### src/rtl/wtu_pkg.sv
package wtu_pkg;

  localparam int FIELD_W = 3;
  localparam int TT_W    = 8;
  localparam int WDATA_W = 6;
  localparam int SEL_W   = 3;

  typedef enum logic [SEL_W-1:0] {
    SEL_CWP        = 3'd0,
    SEL_CANSAVE    = 3'd1,
    SEL_CANRESTORE = 3'd2,
    SEL_OTHERWIN   = 3'd3,
    SEL_WSTATE     = 3'd4
  } reg_sel_e;

  typedef enum logic [2:0] {
    OP_IDLE,
    OP_WRITE,
    OP_SAVE,
    OP_RESTORE,
    OP_SAVED,
    OP_RESTORED
  } op_e;

  // Trap number layout: family base in bits 7:5, vector index in 4:2.
  function automatic logic [TT_W-1:0] make_tt(input logic is_fill,
                                               input logic is_other,
                                               input logic [FIELD_W-1:0] idx);
    return {1'b1, is_fill, is_other, idx, 2'b00};
  endfunction

endpackage

### src/rtl/wtu_op_decode.sv
module wtu_op_decode
  import wtu_pkg::*;
(
  input  logic wr_en,
  input  logic save_req,
  input  logic restore_req,
  input  logic saved_op,
  input  logic restored_op,
  output op_e  op
);

  always_comb begin
    if (wr_en)            op = OP_WRITE;
    else if (save_req)    op = OP_SAVE;
    else if (restore_req) op = OP_RESTORE;
    else if (saved_op)    op = OP_SAVED;
    else if (restored_op) op = OP_RESTORED;
    else                  op = OP_IDLE;
  end

endmodule

### src/rtl/wtu_vec_enc.sv
module wtu_vec_enc
  import wtu_pkg::*;
(
  input  logic               is_fill,
  input  logic               other_live,
  input  logic [FIELD_W-1:0] sel_norm,
  input  logic [FIELD_W-1:0] sel_oth,
  output logic [TT_W-1:0]    tt
);

  logic [FIELD_W-1:0] idx;

  always_comb begin
    idx = other_live ? sel_oth : sel_norm;
    tt  = make_tt(is_fill, other_live, idx);
  end

endmodule

### src/rtl/wtu_next_state.sv
module wtu_next_state
  import wtu_pkg::*;
#(
  parameter int unsigned NWIN = 8,
  localparam int unsigned PW  = $clog2(NWIN)
) (
  input  op_e                op,
  input  logic [SEL_W-1:0]   wr_sel,
  input  logic [WDATA_W-1:0] wr_data,
  input  logic [PW-1:0]      cur_cwp,
  input  logic [PW-1:0]      cur_cs,
  input  logic [PW-1:0]      cur_cr,
  input  logic [PW-1:0]      cur_ow,
  input  logic [FIELD_W-1:0] cur_wn,
  input  logic [FIELD_W-1:0] cur_wo,
  output logic [PW-1:0]      nxt_cwp,
  output logic [PW-1:0]      nxt_cs,
  output logic [PW-1:0]      nxt_cr,
  output logic [PW-1:0]      nxt_ow,
  output logic [FIELD_W-1:0] nxt_wn,
  output logic [FIELD_W-1:0] nxt_wo,
  output logic               trap_fire,
  output logic               trap_fill
);

  localparam logic [PW-1:0] ONE = PW'(1);

  function automatic logic [PW-1:0] ring_add(input logic [PW-1:0] p,
                                             input int unsigned d);
    int unsigned s;
    s = (32'(p) + d) % NWIN;
    return s[PW-1:0];
  endfunction

  logic ow_live;
  assign ow_live = (cur_ow != '0);

  always_comb begin
    nxt_cwp   = cur_cwp;
    nxt_cs    = cur_cs;
    nxt_cr    = cur_cr;
    nxt_ow    = cur_ow;
    nxt_wn    = cur_wn;
    nxt_wo    = cur_wo;
    trap_fire = 1'b0;
    trap_fill = 1'b0;
    unique case (op)
      OP_WRITE: begin
        case (reg_sel_e'(wr_sel))
          SEL_CWP:        nxt_cwp = ring_add(wr_data[PW-1:0], 0);
          SEL_CANSAVE:    nxt_cs  = wr_data[PW-1:0];
          SEL_CANRESTORE: nxt_cr  = wr_data[PW-1:0];
          SEL_OTHERWIN:   nxt_ow  = wr_data[PW-1:0];
          SEL_WSTATE: begin
            nxt_wn = wr_data[FIELD_W-1:0];
            nxt_wo = wr_data[2*FIELD_W-1:FIELD_W];
          end
          default: ;
        endcase
      end
      OP_SAVE: begin
        if (cur_cs == '0) begin
          trap_fire = 1'b1;
          nxt_cwp   = ring_add(cur_cwp, 2);
        end else begin
          nxt_cwp = ring_add(cur_cwp, 1);
          nxt_cs  = cur_cs - ONE;
          nxt_cr  = cur_cr + ONE;
        end
      end
      OP_RESTORE: begin
        if (cur_cr == '0) begin
          trap_fire = 1'b1;
          trap_fill = 1'b1;
          nxt_cwp   = ring_add(cur_cwp, NWIN - 1);
        end else begin
          nxt_cwp = ring_add(cur_cwp, NWIN - 1);
          nxt_cs  = cur_cs + ONE;
          nxt_cr  = cur_cr - ONE;
        end
      end
      OP_SAVED: begin
        nxt_cs = cur_cs + ONE;
        if (ow_live) nxt_ow = cur_ow - ONE;
        else         nxt_cr = cur_cr - ONE;
      end
      OP_RESTORED: begin
        nxt_cr = cur_cr + ONE;
        if (ow_live) nxt_ow = cur_ow - ONE;
        else         nxt_cs = cur_cs - ONE;
      end
      default: ;
    endcase
  end

endmodule

### src/rtl/win_trap_unit.sv
module win_trap_unit
  import wtu_pkg::*;
#(
  parameter int unsigned NWIN = 8,
  localparam int unsigned PW  = $clog2(NWIN)
) (
  input  logic               clk,
  input  logic               rst_n,
  input  logic               save_req,
  input  logic               restore_req,
  input  logic               saved_op,
  input  logic               restored_op,
  input  logic               wr_en,
  input  logic [SEL_W-1:0]   wr_sel,
  input  logic [WDATA_W-1:0] wr_data,
  output logic               trap_vld,
  output logic [TT_W-1:0]    trap_type,
  output logic [PW-1:0]      cwp,
  output logic [PW-1:0]      cansave,
  output logic [PW-1:0]      canrestore,
  output logic [PW-1:0]      otherwin,
  output logic [FIELD_W-1:0] wsel_norm,
  output logic [FIELD_W-1:0] wsel_oth
);

  localparam logic [PW-1:0] CS_RESET = PW'(NWIN - 2);

  op_e               op;
  logic [PW-1:0]     nxt_cwp, nxt_cs, nxt_cr, nxt_ow;
  logic [FIELD_W-1:0] nxt_wn, nxt_wo;
  logic              trap_fire, trap_fill;
  logic [TT_W-1:0]   tt_d;
  logic              state_en;

  wtu_op_decode u_dec (
    .wr_en       (wr_en),
    .save_req    (save_req),
    .restore_req (restore_req),
    .saved_op    (saved_op),
    .restored_op (restored_op),
    .op          (op)
  );

  wtu_next_state #(.NWIN(NWIN)) u_nxt (
    .op        (op),
    .wr_sel    (wr_sel),
    .wr_data   (wr_data),
    .cur_cwp   (cwp),
    .cur_cs    (cansave),
    .cur_cr    (canrestore),
    .cur_ow    (otherwin),
    .cur_wn    (wsel_norm),
    .cur_wo    (wsel_oth),
    .nxt_cwp   (nxt_cwp),
    .nxt_cs    (nxt_cs),
    .nxt_cr    (nxt_cr),
    .nxt_ow    (nxt_ow),
    .nxt_wn    (nxt_wn),
    .nxt_wo    (nxt_wo),
    .trap_fire (trap_fire),
    .trap_fill (trap_fill)
  );

  wtu_vec_enc u_vec (
    .is_fill    (trap_fill),
    .other_live (otherwin != '0),
    .sel_norm   (wsel_norm),
    .sel_oth    (wsel_oth),
    .tt         (tt_d)
  );

  assign state_en = (op != OP_IDLE);

  always_ff @(posedge clk or negedge rst_n) begin
    if (!rst_n) begin
      cwp        <= '0;
      cansave    <= CS_RESET;
      canrestore <= '0;
      otherwin   <= '0;
      wsel_norm  <= '0;
      wsel_oth   <= '0;
    end else if (state_en) begin
      cwp        <= nxt_cwp;
      cansave    <= nxt_cs;
      canrestore <= nxt_cr;
      otherwin   <= nxt_ow;
      wsel_norm  <= nxt_wn;
      wsel_oth   <= nxt_wo;
    end
  end

  always_ff @(posedge clk or negedge rst_n) begin
    if (!rst_n) begin
      trap_vld  <= 1'b0;
      trap_type <= '0;
    end else begin
      trap_vld <= trap_fire;
      if (trap_fire) trap_type <= tt_d;
    end
  end

endmodule

### config.mk
export PLATFORM = sky130hd
export DESIGN_NAME = win_trap_unit
export DESIGN_NICKNAME = d
export VERILOG_FILES = /design/src/rtl/wtu_pkg.sv /design/src/rtl/wtu_op_decode.sv /design/src/rtl/wtu_vec_enc.sv /design/src/rtl/wtu_next_state.sv /design/src/rtl/win_trap_unit.sv
export SDC_FILE = /design/constraint.sdc
export NUM_CORES = 1
export LEC_CHECK = 0
export BUFFER_PORTS_ARGS = -buffer_cell sky130_fd_sc_hd__buf_2
export CAP_MARGIN = 20
export CORE_MARGIN = 5
export CORE_UTILIZATION = 30
export CTS_CLUSTER_SIZE = 30
export DETAILED_ROUTE_END_ITERATION = 6
export PLACE_DENSITY = 0.49
export SYNTH_ARGS = -nofsm -noshare
export SYNTH_HDL_FRONTEND = slang
export SYNTH_SLANG_ARGS = --single-unit
export TNS_END_PERCENT = 1
### constraint.sdc
create_clock -name clk -period 3.1 [get_ports clk]
set_input_delay 0.62 -clock clk [delete_from_list [all_inputs] [get_ports clk]]
set_output_delay 0.62 -clock clk [all_outputs]
set_load 0.01 [all_outputs]
* Word-level counts from Yosys, hierarchy flattened
Cells that the tools add are included.
** Cells by class
- $add $sub $neg :: 8
- Equal/unequal tests :: 18
- Mux-type cells :: 26
- Reductions and logical operators :: 14
** Operators with widths (number)
- 3-bit 2-to-1 mux :: 18
- 3-bit case mux with 5 select lines :: 2
- 2-bit inequality test, second input constant :: 8
- 3-bit by 2-bit equality test with 1-bit output, second input constant :: 4
- 6-bit AND reduction :: 2
- 3-bit by 1-bit adder with 3-bit output, second input constant :: 3
- 3-bit equality test, second input constant :: 3
- 3-bit zero test :: 3
- 3-bit case mux with 3 select lines :: 1
- 3-bit nonzero test :: 3
- 3-bit by 1-bit subtractor with 3-bit output, second input constant :: 3
- 3-bit by 1-bit equality test with 1-bit output, second input constant :: 2
- 3-bit case mux with 2 select lines :: 1
- 3-bit AND reduction :: 2
- 5-bit nonzero test :: 1
- 4-bit AND reduction :: 1
- 3-bit by 2-bit adder with 3-bit output, second input constant :: 1
- 3-bit adder, second input constant :: 1
- 1-bit 2-to-1 mux :: 3
- 2-bit by 1-bit inequality test with 1-bit output, second input constant :: 1
- 1-bit case mux with 2 select lines :: 1
- 2-bit nonzero test :: 1
- 2-bit OR reduction :: 1
** Word-level totals
- Bits in registers :: 25
- Input bits :: 16
- Output and inout port bits :: 27
- Word-level logic and storage cells :: 74

* Logic depth before layout (Yosys ltp)
- Depth after elaboration :: 9
- Depth in mapped cells :: 10
- Gate-level depth less buffers :: 9

* Cells and area by module
From an unflattened synthesis, not the netlist that was laid out.
** Unflattened totals
- Cells, all modules :: 217
- Area, all modules :: 2125.8 um^2
** By module, submodules not included
- win_trap_unit :: instances 1, cells each 57, area each 1012.2 um^2, seq. area each 678.2 um^2
- wtu_next_state :: instances 1, cells each 143, area each 997.2 um^2, seq. area each 0.0 um^2
- wtu_vec_enc :: instances 1, cells each 10, area each 78.8 um^2, seq. area each 0.0 um^2
- wtu_op_decode :: instances 1, cells each 7, area each 37.5 um^2, seq. area each 0.0 um^2

* Worst setup path before layout
OpenSTA, ideal clock, no wires.
- Path type :: input -> register
- Start :: in wr_en
- End :: reg canrestore[2]
- Setup time :: 0.121 ns
- Data arrival time :: 2.260 ns
- Required time :: 2.979 ns
- Setup slack :: 0.719 ns
- Stages on the path :: 8
- Buffers on the path :: 2
- Cell sequence :: buf_2 -> clkbuf_1 -> nor2_1 -> fa_1 -> xor2_1 -> mux2i_1 -> o211ai_1 -> a22o_2
** Between the ends
- Longest elaborated chain between the ends :: 4
- Elaborated cells on any way between the ends :: 14
- Classes of those cells :: eq/ne: 9; mux: 2; reduce/logical: 3
** RTL lines
- start: declaration :: RTL line win_trap_unit.sv:13 : input logic wr_en,
- 3-bit 2-to-1 mux (*) :: RTL line wtu_op_decode.sv:13 : if (wr_en) op = OP_WRITE;
- 3-bit by 1-bit equality test with 1-bit output (tied with other cells) :: RTL line wtu_next_state.sv:47 : unique case (op)
- 5-bit nonzero test (no line) or 2-bit inequality test (tied branches)
- 6-bit AND reduction (no line)
- end signal: assignment :: RTL line win_trap_unit.sv:85 : canrestore <= nxt_cr;
- end: declaration :: RTL line win_trap_unit.sv:20 : output logic [PW-1:0] canrestore,
Every way passes the cells marked *; elsewhere a longest branch is shown, timed or not.
A chain may end at the register's enable or synchronous reset.

* Final worst setup path
- Start :: in saved_op
- End :: reg canrestore[2]
** Between the ends
- Longest elaborated chain between the ends :: 7
- Elaborated cells on any way between the ends :: 17
- Classes of those cells :: eq/ne: 9; mux: 5; reduce/logical: 3
** RTL lines
- start: declaration :: RTL line win_trap_unit.sv:11 : input logic saved_op,
- 3-bit 2-to-1 mux (*) :: RTL line wtu_op_decode.sv:16 : else if (saved_op) op = OP_SAVED;
- 3-bit 2-to-1 mux (*) :: RTL line wtu_op_decode.sv:15 : else if (restore_req) op = OP_RESTORE;
- 3-bit 2-to-1 mux (*) :: RTL line wtu_op_decode.sv:14 : else if (save_req) op = OP_SAVE;
- 3-bit 2-to-1 mux (*) :: RTL line wtu_op_decode.sv:13
- 3-bit by 1-bit equality test with 1-bit output (tied with other cells) :: RTL line wtu_next_state.sv:47
- 5-bit nonzero test (no line) or 2-bit inequality test (tied branches)
- 6-bit AND reduction (no line)
Marks and branches as above.

==> flow_metrics.py <==
metrics = {
    "synthesis": {
        "netlist.area_leader.share_pct": 35.4,
        "yosysWarnings": 0,
        "async_reset_ff_share_pct": 100,
        "avgSynthCellArea_um2": 9.90,
        "synth_ff_type": "dfrtp_1",
        "synthTopCellsByArea": "dfrtp_1 35%, mux2i_1 6.2%, mux2_2 5.5%, o21ai_0 3.4%, dfstp_2 3.2%",
        "ys_top_cells_by_count": "23 x dfrtp_1, 11 x o21ai_0, 10 x mux2i_1, 10 x nor2_1",
        "synth_cell_types": 45,
        "synth_area_mm2": 0.00162,
        "synth-edff-count": 0,
        "syn_inst": 164,
        "synth_most_common_cell": "dfrtp_1",
        "ys_ff_latch": 25,
        "seq_area_frac_synth_pct": 38.7,
        "synth_top_cell_by_area": "dfrtp_1",
    },
    "floorplan": {
        "rows": 26,
        "dieArea_mm2": 0.00698,
        "dieWidth_um": 83.6,
        "core_area_mm2": 0.00517,
        "initial_core_util_pct": 31.4,
        "dieHeight_um": 83.6,
        "ios": 43,
    },
    "clocking": {
        "postCtsSetupRepairBufs": 0,
        "numCtsBuffers": 3,
        "ctsHtreeMaxLevel": 1,
        "hold_buffers": 0,
        "cts_tree": "done",
        "clk_path_buf_depth": 2,
        "clock-sinks": 25,
        "ctsResizeCount": 0,
        "clock_latency_ps": 280,
        "path_clk_slew_ps": 100,
        "cts-root-buf": "clkbuf_8",
    },
    "timing": {
        "tns_ps": 0,
        "finalHoldViolCount": 0,
        "min_period_ps": 2140,
        "rsz0062_at_grt": "false",
        "fmax_mhz": 467,
        "fin_skew_ps": 6.77,
        "tightest_slew_ps": 647,
        "slew_viol_final": 0,
        "setup_viol": 0,
        "fin_crit_sh_pct": 69.0,
        "slew-limit-headroom_pct": 56.5,
    },
    "worst_setup_path": {
        "crit_chain": "buf_2 > nand2b_1 > nor2_1 > nor2_1 > nor2_1 > fa_1 > xor2_1 > mux2i_1 > o211ai_1 > a22o_2",
        "cp-start-kind": "primary input",
        "crit_fanout": 9,
        "crit_path_end_kind": "register",
        "path_common_cell": "nor2_1",
        "cp_data_arrival_time_ps": 2310,
        "path_class": "in -> reg",
        "crit_family": "adder cells",
        "critPathBufInv": 1,
        "cp_slowest_cell": "fa_1",
        "required_ps": 3270,
        "cpPeakStageDelay_ps": 430,
    },
    "placement": {
        "gp_congestion": 0.809,
        "dp_hpwl_um": 3110,
        "io_buffer_count": 40,
    },
    "job": {
        "max-cap-violations": 0,
    },
    "layout": {
        "antenna_cells": 0,
        "fin_nets": 224,
        "final_core_util_pct": 37.1,
        "drive_above_1_share_pct": 31.8,
        "area_delta_synth_final_pct": 18.2,
    },
    "global_route": {
        "antenna_found_initial": 0,
        "grt_max_degree": 27,
        "grt_pass1_wl_um": 7250,
        "grt_use_total_pct": 12.5,
        "grt_overflow": 0,
        "grt_pass1_vias": 1404,
    },
    "power": {
        "cellPowerDensity_mw_per_mm2": 691,
        "leakage_uw": 0.000872,
        "irDropWorstVdd_v": 0.000249,
    },
    "route": {
        "drc": 0,
        "vias": 1362,
        "wire_per_inst_um": 15.2,
        "antenna_left": 0,
        "drtIter0Drc": 128,
        "drt_pass1_iterations": 4,
        "post_drt_via_cell_ratio": 5.03,
        "routed_wl_um": 4120,
    },
    "run_status": {
        "status": "complete, no violations",
    },
    "hold_path": {
        "hold_class": "in -> async",
    },
}
## report_power, final
| part | leakage [uW] | internal [uW] | switching (uW) |
|---|---|---|---|
| logic | 0.000551 | 266 | 297 |
| registers | 0.000295 | 443 | 111 |
| clock network | 0.0000261 | 94.3 | 114 |
| total | 0.000872 | 803 | 523 |
## worst paths after layout
kind / start / to / slack (ps) / cells past startpoint
min in group clk: trap_type[7]$_DFFE_PN0P_ / trap_type[7]$_DFFE_PN0P_ / 470 / 1
max: saved_op / canrestore[2]$_DFFE_PN0P_ / 960 / 10
max reg2reg: otherwin[0]$_DFFE_PN0P_ / otherwin[0]$_DFFE_PN0P_ / 1060 / 6
min: rst_n / cwp[2]$_DFFE_PN0P_ / 330 / 1
max in group asynchronous: rst_n / canrestore[0]$_DFFE_PN0P_ / 2400 / 1
min reg2reg: trap_type[7]$_DFFE_PN0P_ / trap_type[7]$_DFFE_PN0P_ / 470 / 1
## stage by stage
stage          area [um2]  power [uW]  hold slack, ps  std cells  setup slack, ps
2_1_floorplan        1630         914             324        165              719
3_3_place_gp         1870        1130             453        267              706
3_5_place_dp         1870        1130             451        267              666
4_1_cts              1920        1350             348        271              971
5_1_grt              1920        1450             358        271              869
6_report             1920        1330             326        271              960
## cell families (layout without fill, tap and decap cells)
family / after synthesis / after routing / synth area share, %
AO/OA/AOI/OAI: 42 / 42 / 18.6
XOR/XNOR: 3 / 3 / 1.62
adder cells (fa/ha/maj): 6 / 6 / 5.55
buffers and inverters: 19 / 55 / 5.86
flip-flops: 25 / 25 / 38.7
multiplexers: 18 / 18 / 11.7
other: 1 / 2 / 0.231
AND/OR/NAND/NOR: 50 / 50 / 17.8
## layout by cell type, fill, tap and decap left out, types with 2 or more instances in the layout
cell type | synthesis | final
nand2_1 | 9 | 9
nand3_1 | 4 | 4
or3b_2 | 2 | 2
ha_1 | 4 | 4
buf_2 | 4 | 40
mux2_2 | 8 | 8
nand4b_1 | 2 | 2
xor2_1 | 3 | 3
or3_1 | 4 | 4
o31ai_1 | 2 | 2
inv_1 | 9 | 9
nor2_1 | 10 | 10
or4b_1 | 3 | 3
a31o_2 | 3 | 3
a31oi_1 | 3 | 3
nand2b_1 | 2 | 2
nand3b_1 | 2 | 2
and2_1 | 2 | 2
a22o_1 | 3 | 3
o21ai_0 | 11 | 11
nor2b_1 | 3 | 3
buf_4 | 3 | 2
a21oi_1 | 6 | 6
mux2i_1 | 10 | 10
nor4b_1 | 2 | 2
dfstp_2 | 2 | 2
a32oi_1 | 2 | 2
fa_1 | 2 | 2
dfrtp_1 | 23 | 23
nor3_1 | 3 | 3
clkbuf_8 | 0 | 3
o211ai_1 | 3 | 3
conb_1 | 1 | 2
## flip-flops by register name, summed over array words and instances, names as in the netlist
signal / count
wsel_oth: 3
canrestore: 3
otherwin: 3
trap_type: 6
cansave: 3
trap_vld: 1
cwp: 3
wsel_norm: 3
## routing by layer
layer	wire length [um]	vias up	track usage, %
met5	0	-	0
met4	25	0	2.19
met3	204	2	2.67
met2	1880	37	19.7
met1	2010	644	17.9
li1	-	679	-
## cell type report
class                           count  area, um2
Fill cell                         526       3250
Clock inverter                      1       8.76
Timing Repair Buffer               42        215
Sequential cell                    25        628
Inverter                            9       33.8
Clock buffer                        3       41.3
Tap cell                           70       87.6
Multi-Input combinational cell    121        905
(Power assumes the default switching activity.)
